**src/rtl/clkdiv_pkg.sv**
```systemverilog
package clkdiv_pkg;

    typedef enum logic [0:0] {
        ST_RUN    = 1'b0,
        ST_SETTLE = 1'b1
    } sel_state_e;

    localparam logic [7:0] EXT_REG_ADDR = 8'h44;
    localparam logic [7:0] PLL_REG_ADDR = 8'h46;

    localparam int PWRDN_BIT = 7;
    localparam int MUX_BIT   = 8;
    localparam int SRC_BIT   = 9;

endpackage

```
**src/rtl/clkdiv_regs.sv**
```systemverilog
module clkdiv_regs
    import clkdiv_pkg::*;
#(
    parameter int DIV_W  = 7,
    parameter int DATA_W = 16
) (
    input  logic              clk,
    input  logic              rst_n,
    input  logic              wr_en,
    input  logic [7:0]        wr_addr,
    input  logic [DATA_W-1:0] wr_data,
    output logic [DIV_W-1:0]  ext_div,
    output logic [DIV_W-1:0]  pll_div,
    output logic              mux_b,
    output logic              src_ext,
    output logic              pll_pwrdn
);

    logic hit_ext;
    logic hit_pll;
    logic unused_data_ok;

    assign hit_ext        = wr_en && (wr_addr == EXT_REG_ADDR);
    assign hit_pll        = wr_en && (wr_addr == PLL_REG_ADDR);
    assign unused_data_ok = ^wr_data;

    always_ff @(posedge clk) begin
        if (!rst_n) begin
            ext_div   <= '0;
            pll_div   <= '0;
            mux_b     <= 1'b0;
            src_ext   <= 1'b1;
            pll_pwrdn <= 1'b1;
        end else begin
            if (hit_ext) begin
                ext_div <= wr_data[DIV_W-1:0];
                mux_b   <= wr_data[MUX_BIT];
                src_ext <= wr_data[SRC_BIT];
            end
            if (hit_pll) begin
                pll_div   <= wr_data[DIV_W-1:0];
                pll_pwrdn <= wr_data[PWRDN_BIT];
            end
        end
    end

endmodule

```
**src/rtl/clkdiv_ref_sel.sv**
```systemverilog
module clkdiv_ref_sel
    import clkdiv_pkg::*;
#(
    parameter int SETTLE_CYCLES = 2
) (
    input  logic clk,
    input  logic rst_n,
    input  logic req_src_ext,
    input  logic req_mux_b,
    input  logic tick_a,
    input  logic tick_b,
    input  logic tick_pll,
    output logic gated_tick,
    output logic in_settle,
    output logic act_src_ext,
    output logic act_mux_b
);

    localparam int CW = (SETTLE_CYCLES < 2) ? 1 : $clog2(SETTLE_CYCLES + 1);
    localparam logic [CW-1:0] LAST = CW'(SETTLE_CYCLES - 1);

    sel_state_e    state_q, state_d;
    logic [CW-1:0] cnt_q;
    logic          changed;
    logic          sel_tick;

    assign changed = (req_src_ext != act_src_ext) || (req_mux_b != act_mux_b);

    // next-state decision
    always_comb begin
        state_d = state_q;
        unique case (state_q)
            ST_RUN:    state_d = changed ? ST_SETTLE : ST_RUN;
            ST_SETTLE: state_d = (cnt_q == LAST) ? ST_RUN : ST_SETTLE;
            default:   state_d = ST_RUN;
        endcase
    end

    // state register, settle counter and committed selection
    always_ff @(posedge clk) begin
        if (!rst_n) begin
            state_q     <= ST_RUN;
            cnt_q       <= '0;
            act_src_ext <= 1'b1;
            act_mux_b   <= 1'b0;
        end else begin
            state_q <= state_d;
            cnt_q   <= (state_q == ST_SETTLE) ? cnt_q + CW'(1) : '0;
            if (state_q == ST_SETTLE && state_d == ST_RUN) begin
                act_src_ext <= req_src_ext;
                act_mux_b   <= req_mux_b;
            end
        end
    end

    // outputs
    always_comb begin
        sel_tick   = act_src_ext ? (act_mux_b ? tick_b : tick_a) : tick_pll;
        in_settle  = (state_q == ST_SETTLE);
        gated_tick = sel_tick && (state_q == ST_RUN);
    end

endmodule

```
**src/rtl/clkdiv_lane.sv**
```systemverilog
module clkdiv_lane #(
    parameter int W = 4
) (
    input  logic         clk,
    input  logic         rst_n,
    input  logic         tick,
    input  logic [W-1:0] reload,
    output logic         pulse
);

    logic [W-1:0] cnt_q;
    logic         at_term;

    assign at_term = (cnt_q == '0);

    always_ff @(posedge clk) begin
        if (!rst_n) begin
            cnt_q <= '0;
            pulse <= 1'b0;
        end else begin
            pulse <= tick && at_term;
            if (tick) begin
                cnt_q <= at_term ? reload : cnt_q - W'(1);
            end
        end
    end

endmodule

```
**src/rtl/clkdiv_dual_bank.sv**
```systemverilog
module clkdiv_dual_bank #(
    parameter int VOICE_W       = 4,
    parameter int HIFI_W        = 3,
    parameter int DATA_W        = 16,
    parameter int SETTLE_CYCLES = 2
) (
    input  logic              clk,
    input  logic              rst_n,
    input  logic              ext_a_tick,
    input  logic              ext_b_tick,
    input  logic              pll_tick,
    input  logic              wr_en,
    input  logic [7:0]        wr_addr,
    input  logic [DATA_W-1:0] wr_data,
    output logic              voice_en,
    output logic              hifi_en,
    output logic              pll_pwrdn
);

    localparam int DIV_W = VOICE_W + HIFI_W;

    logic [DIV_W-1:0] ext_div;
    logic [DIV_W-1:0] pll_div;
    logic [DIV_W-1:0] act_div;
    logic             mux_b;
    logic             src_ext;
    logic             gated_tick;
    logic             in_settle;
    logic             act_src_ext;
    logic             act_mux_b;

    clkdiv_regs #(
        .DIV_W (DIV_W),
        .DATA_W(DATA_W)
    ) regs_i (
        .clk      (clk),
        .rst_n    (rst_n),
        .wr_en    (wr_en),
        .wr_addr  (wr_addr),
        .wr_data  (wr_data),
        .ext_div  (ext_div),
        .pll_div  (pll_div),
        .mux_b    (mux_b),
        .src_ext  (src_ext),
        .pll_pwrdn(pll_pwrdn)
    );

    clkdiv_ref_sel #(
        .SETTLE_CYCLES(SETTLE_CYCLES)
    ) sel_i (
        .clk        (clk),
        .rst_n      (rst_n),
        .req_src_ext(src_ext),
        .req_mux_b  (mux_b),
        .tick_a     (ext_a_tick),
        .tick_b     (ext_b_tick),
        .tick_pll   (pll_tick),
        .gated_tick (gated_tick),
        .in_settle  (in_settle),
        .act_src_ext(act_src_ext),
        .act_mux_b  (act_mux_b)
    );

    assign act_div = act_src_ext ? ext_div : pll_div;

    clkdiv_lane #(.W(VOICE_W)) voice_lane_i (
        .clk   (clk),
        .rst_n (rst_n),
        .tick  (gated_tick),
        .reload(act_div[VOICE_W-1:0]),
        .pulse (voice_en)
    );

    clkdiv_lane #(.W(HIFI_W)) hifi_lane_i (
        .clk   (clk),
        .rst_n (rst_n),
        .tick  (gated_tick),
        .reload(act_div[DIV_W-1:VOICE_W]),
        .pulse (hifi_en)
    );

endmodule

```
**config.mk**
```make
export PLATFORM = sky130hd
export DESIGN_NAME = clkdiv_dual_bank
export DESIGN_NICKNAME = d
export VERILOG_FILES = /design/src/rtl/clkdiv_pkg.sv /design/src/rtl/clkdiv_regs.sv /design/src/rtl/clkdiv_ref_sel.sv /design/src/rtl/clkdiv_lane.sv /design/src/rtl/clkdiv_dual_bank.sv
export SDC_FILE = /design/constraint.sdc
export NUM_CORES = 1
export LEC_CHECK = 0
export BUFFER_PORTS_ARGS = -buffer_cell sky130_fd_sc_hd__buf_4
export CELL_PAD_IN_SITES_DETAIL_PLACEMENT = 0
export CELL_PAD_IN_SITES_GLOBAL_PLACEMENT = 2
export CORE_MARGIN = 2
export CORE_UTILIZATION = 33
export CTS_CLUSTER_SIZE = 12
export DETAILED_ROUTE_END_ITERATION = 8
export GPL_TIMING_DRIVEN = 0
export PLACE_DENSITY_LB_ADDON = 0.1
export SLEW_MARGIN = 10
export SYNTH_ARGS = -nofsm -noshare
export SYNTH_HDL_FRONTEND = slang
export SYNTH_HIERARCHICAL = 1
export SYNTH_SLANG_ARGS = --single-unit
```
**constraint.sdc**
```tcl
create_clock -name clk -period 2.2 [get_ports clk]
set_input_delay 0.33 -clock clk [delete_from_list [all_inputs] [get_ports clk]]
set_output_delay 0.33 -clock clk [all_outputs]
set_load 0.05 [all_outputs]
```
==> flow_summary.json <==
{
  "outcome": "finished, final reports clean",
  "grt_pass1_vias": 1100,
  "vias": 1149,
  "report.final.slew_viol_count": 0,
  "cts_tree": "done",
  "drt-pass1-iter-count": 4,
  "finalHoldViolations": 0,
  "post-route-min-period_ps": 2000,
  "gp_congestion": 0.738,
  "via_per_inst": 4.83,
  "wl_per_cell_um": 12.6,
  "crit_required_ps": 2360,
  "holdBufCountCts": 0,
  "end_kind": "register",
  "cts_resized": 0,
  "pwr_density_cell_mw_per_mm2": 639,
  "antenna_found_initial": 0,
  "wl_mm": 3.00,
  "power_leakage_nw": 0.849,
  "startpoint_type": "register",
  "crit_family": "compound AO/OA/AOI/OAI gates",
  "areaGrowthSynthToFinish_pct": 23.3,
  "drive_above_1_share": 0.285,
  "dpl_cell_area_mm2": 0.00178,
  "die_x_um": 71.8,
  "clock.fmax_mhz": 500,
  "yosys_warnings": 6,
  "maxCapViolCount": 0,
  "critPathBufInv": 0,
  "path_cells": "nor2_1, a211oi_2, nor4b_4, mux2i_1, o2bb2ai_1",
  "final-setup-viol-count": 0,
  "yosysUniqueCellTypes": 37,
  "n_fill_cell": 438,
  "post-dp-hpwl_mm": 2.25,
  "cp_max_fo": 13,
  "synth_seq_cells": 31,
  "grt_max_degree": 14,
  "drt-initial-drc-count": 37,
  "finClkSkew_ps": 5.15,
  "drc": 0,
  "portBuffers": 26,
  "synthCells": 153,
  "post_cts_buffers": 0,
  "vdd_drop_max_mv": 0.340,
  "cts.sinks": 31,
  "cts_buffers": 5,
  "grt_pass1_wl_mm": 5.14,
  "die-area_mm2": 0.00515,
  "grt_setup_unrepaired": "no",
  "arrival_ps": 2160,
  "clk_pin_slew_ps": 60,
  "fin_tns_setup_ps": 0,
  "dieHeight_um": 71.8,
  "synth_edf_count": 0,
  "slowest_stage": "a211oi_2",
  "clock_latency_ps": 280,
  "ios": 33,
  "fin_crit_sh": 0.909,
  "fin_nets": 220,
  "num_rows": 24,
  "synth_area_leaders": "dfxtp_1, mux2i_1, nand2_1, mux2_4, ha_1",
  "final_antenna_net_count": 0,
  "clock_path_buffers": 2,
  "synth_top_area_share": 0.410,
  "syn-num-nets": 187,
  "syn_area_per_cell_um2": 9.90,
  "htree_levels": 2,
  "syn-cell-area_mm2": 0.00152,
  "overflow": 0,
  "slowest_delay_ps": 690,
  "stdcell_area_mm2": 0.00187,
  "whs_ps": 318,
  "cts_root_buf": "clkbuf_8",
  "slew_headroom": 0.456,
  "core_mm2": 0.00438,
  "diodes": 0,
  "grtUsageTotal": 0.131,
  "ys_seq_area_frac": 0.410,
  "criticalPathCategory": "register to register",
  "ys.flop_type": "dfxtp_1",
  "worstMarginPinSlew_ps": 815,
  "yosys.area.top_type": "dfxtp_1",
  "min_path_type": "input pin to register",
  "start_util": 0.346,
  "async_reset_ff_frac": 0
}
[stage by stage]
stage / utilization / power (W) / worst slack, ps / cells
final: 0.426 / 0.00119 / 201 / 238
after detailed placement: 0.406 / 0.000767 / 180 / 231
after floorplan: - / 0.000704 / 299 / 153
after global placement: 0.405 / 0.000762 / -255 / 231
after CTS: 0.426 / 0.00122 / 151 / 238
after global routing: 0.426 / 0.00126 / 18.0 / 238
[path summary, 6_finish.rpt]
check                         start               endpoint  slack, ps  cells after the start
hold reg to reg      sel_i/cnt_q[0]         sel_i/cnt_q[0]        420                      1
setup reg to reg  sel_i/act_src_ext  voice_lane_i/cnt_q[3]        200                      5
hold / removal                rst_n      sel_i/act_src_ext        320                      2
setup / recovery  sel_i/act_src_ext  voice_lane_i/cnt_q[3]        200                      5
[power by group]
group,internal [W],total [W],switching (W)
clock network,0.000245,0.000441,0.000196
registers,0.000576,0.000589,0.0000123
logic,0.0000840,0.000164,0.0000797
[state kept, by name, summed over array words and instances, names as in the netlist]
register            flops
sel_i/in_settle         1
sel_i/cnt_q             2
sel_i/act_src_ext       1
regs_i/mux_b            1
voice_lane_i/pulse      1
regs_i/ext_div          7
hifi_lane_i/pulse       1
sel_i/act_mux_b         1
regs_i/pll_pwrdn        1
hifi_lane_i/cnt_q       3
regs_i/src_ext          1
regs_i/pll_div          7
voice_lane_i/cnt_q      4
[worst register-to-register path, cell delays in order, from the launching register on]
cell and delay [ps]:
dfxtp_1 440, nor2_1 90, a211oi_2 690, nor4b_4 340
mux2i_1 230, o2bb2ai_1 90
[cell usage in the layout (no fill, tap or decap), types with 2 or more instances in the layout]
master and instances:
o21ai_0 6, mux2_4 7, a21oi_1 6, clkbuf_8 7, a31oi_1 3, nor2_1 6
ha_1 4, xor2_1 2, nand2b_1 2, nand2_1 29, buf_4 26, buf_6 2
nor4_1 3, dfxtp_1 31, nand3_1 2, mux2i_1 19, or2_1 2, inv_1 8
[layer usage]
layer  vias up  wire length (um)  global-route usage
met5         -                 0                   0
li1        602                 -                   -
met1       520              1480               0.168
met3         5               122              0.0464
met2        22              1340               0.201
met4         0                55              0.0503
[kinds of logic (layout without fill, tap and decap cells)]
kind of cell,count (synthesis),in the layout,share of synthesized area
AOI/OAI and AO/OA,21,21,0.0851
xor gates and xnor gates,2,2,0.0116
and+or+nand+nor,56,56,0.211
muxes,27,27,0.202
adders and majority gates,4,4,0.0330
DFF,31,31,0.410
buffers and inverters,12,45,0.0471
[synth_stat cells, types with 2 or more instances]
| library cell | number |
|---|---|
| dfxtp_1 | 31 |
| nand2_1 | 29 |
| mux2i_1 | 19 |
| inv_1 | 8 |
| mux2_4 | 7 |
| a21oi_1 | 6 |
| nor2_1 | 6 |
| o21ai_0 | 6 |
| ha_1 | 4 |
| a31oi_1 | 3 |
| nor4_1 | 3 |
| buf_6 | 2 |
| nand2b_1 | 2 |
| nand3_1 | 2 |
| or2_1 | 2 |
| xor2_1 | 2 |
[final cells by class]
| cell class | count | area [um^2] | share of cell area |
|---|---|---|---|
| Inverter | 8 | 30.0 | 0.0161 |
| Timing Repair Buffer | 26 | 195 | 0.104 |
| Multi-Input combinational cell | 110 | 828 | 0.443 |
| Clock buffer | 6 | 82.6 | 0.0442 |
| Clock inverter | 1 | 5.00 | 0.00268 |
| Tap cell | 52 | 65.1 | 0.0348 |
| Buffer | 4 | 41.3 | 0.0221 |
| Sequential cell | 31 | 621 | 0.332 |
No activity file was read; power rests on OpenSTA's default activity.
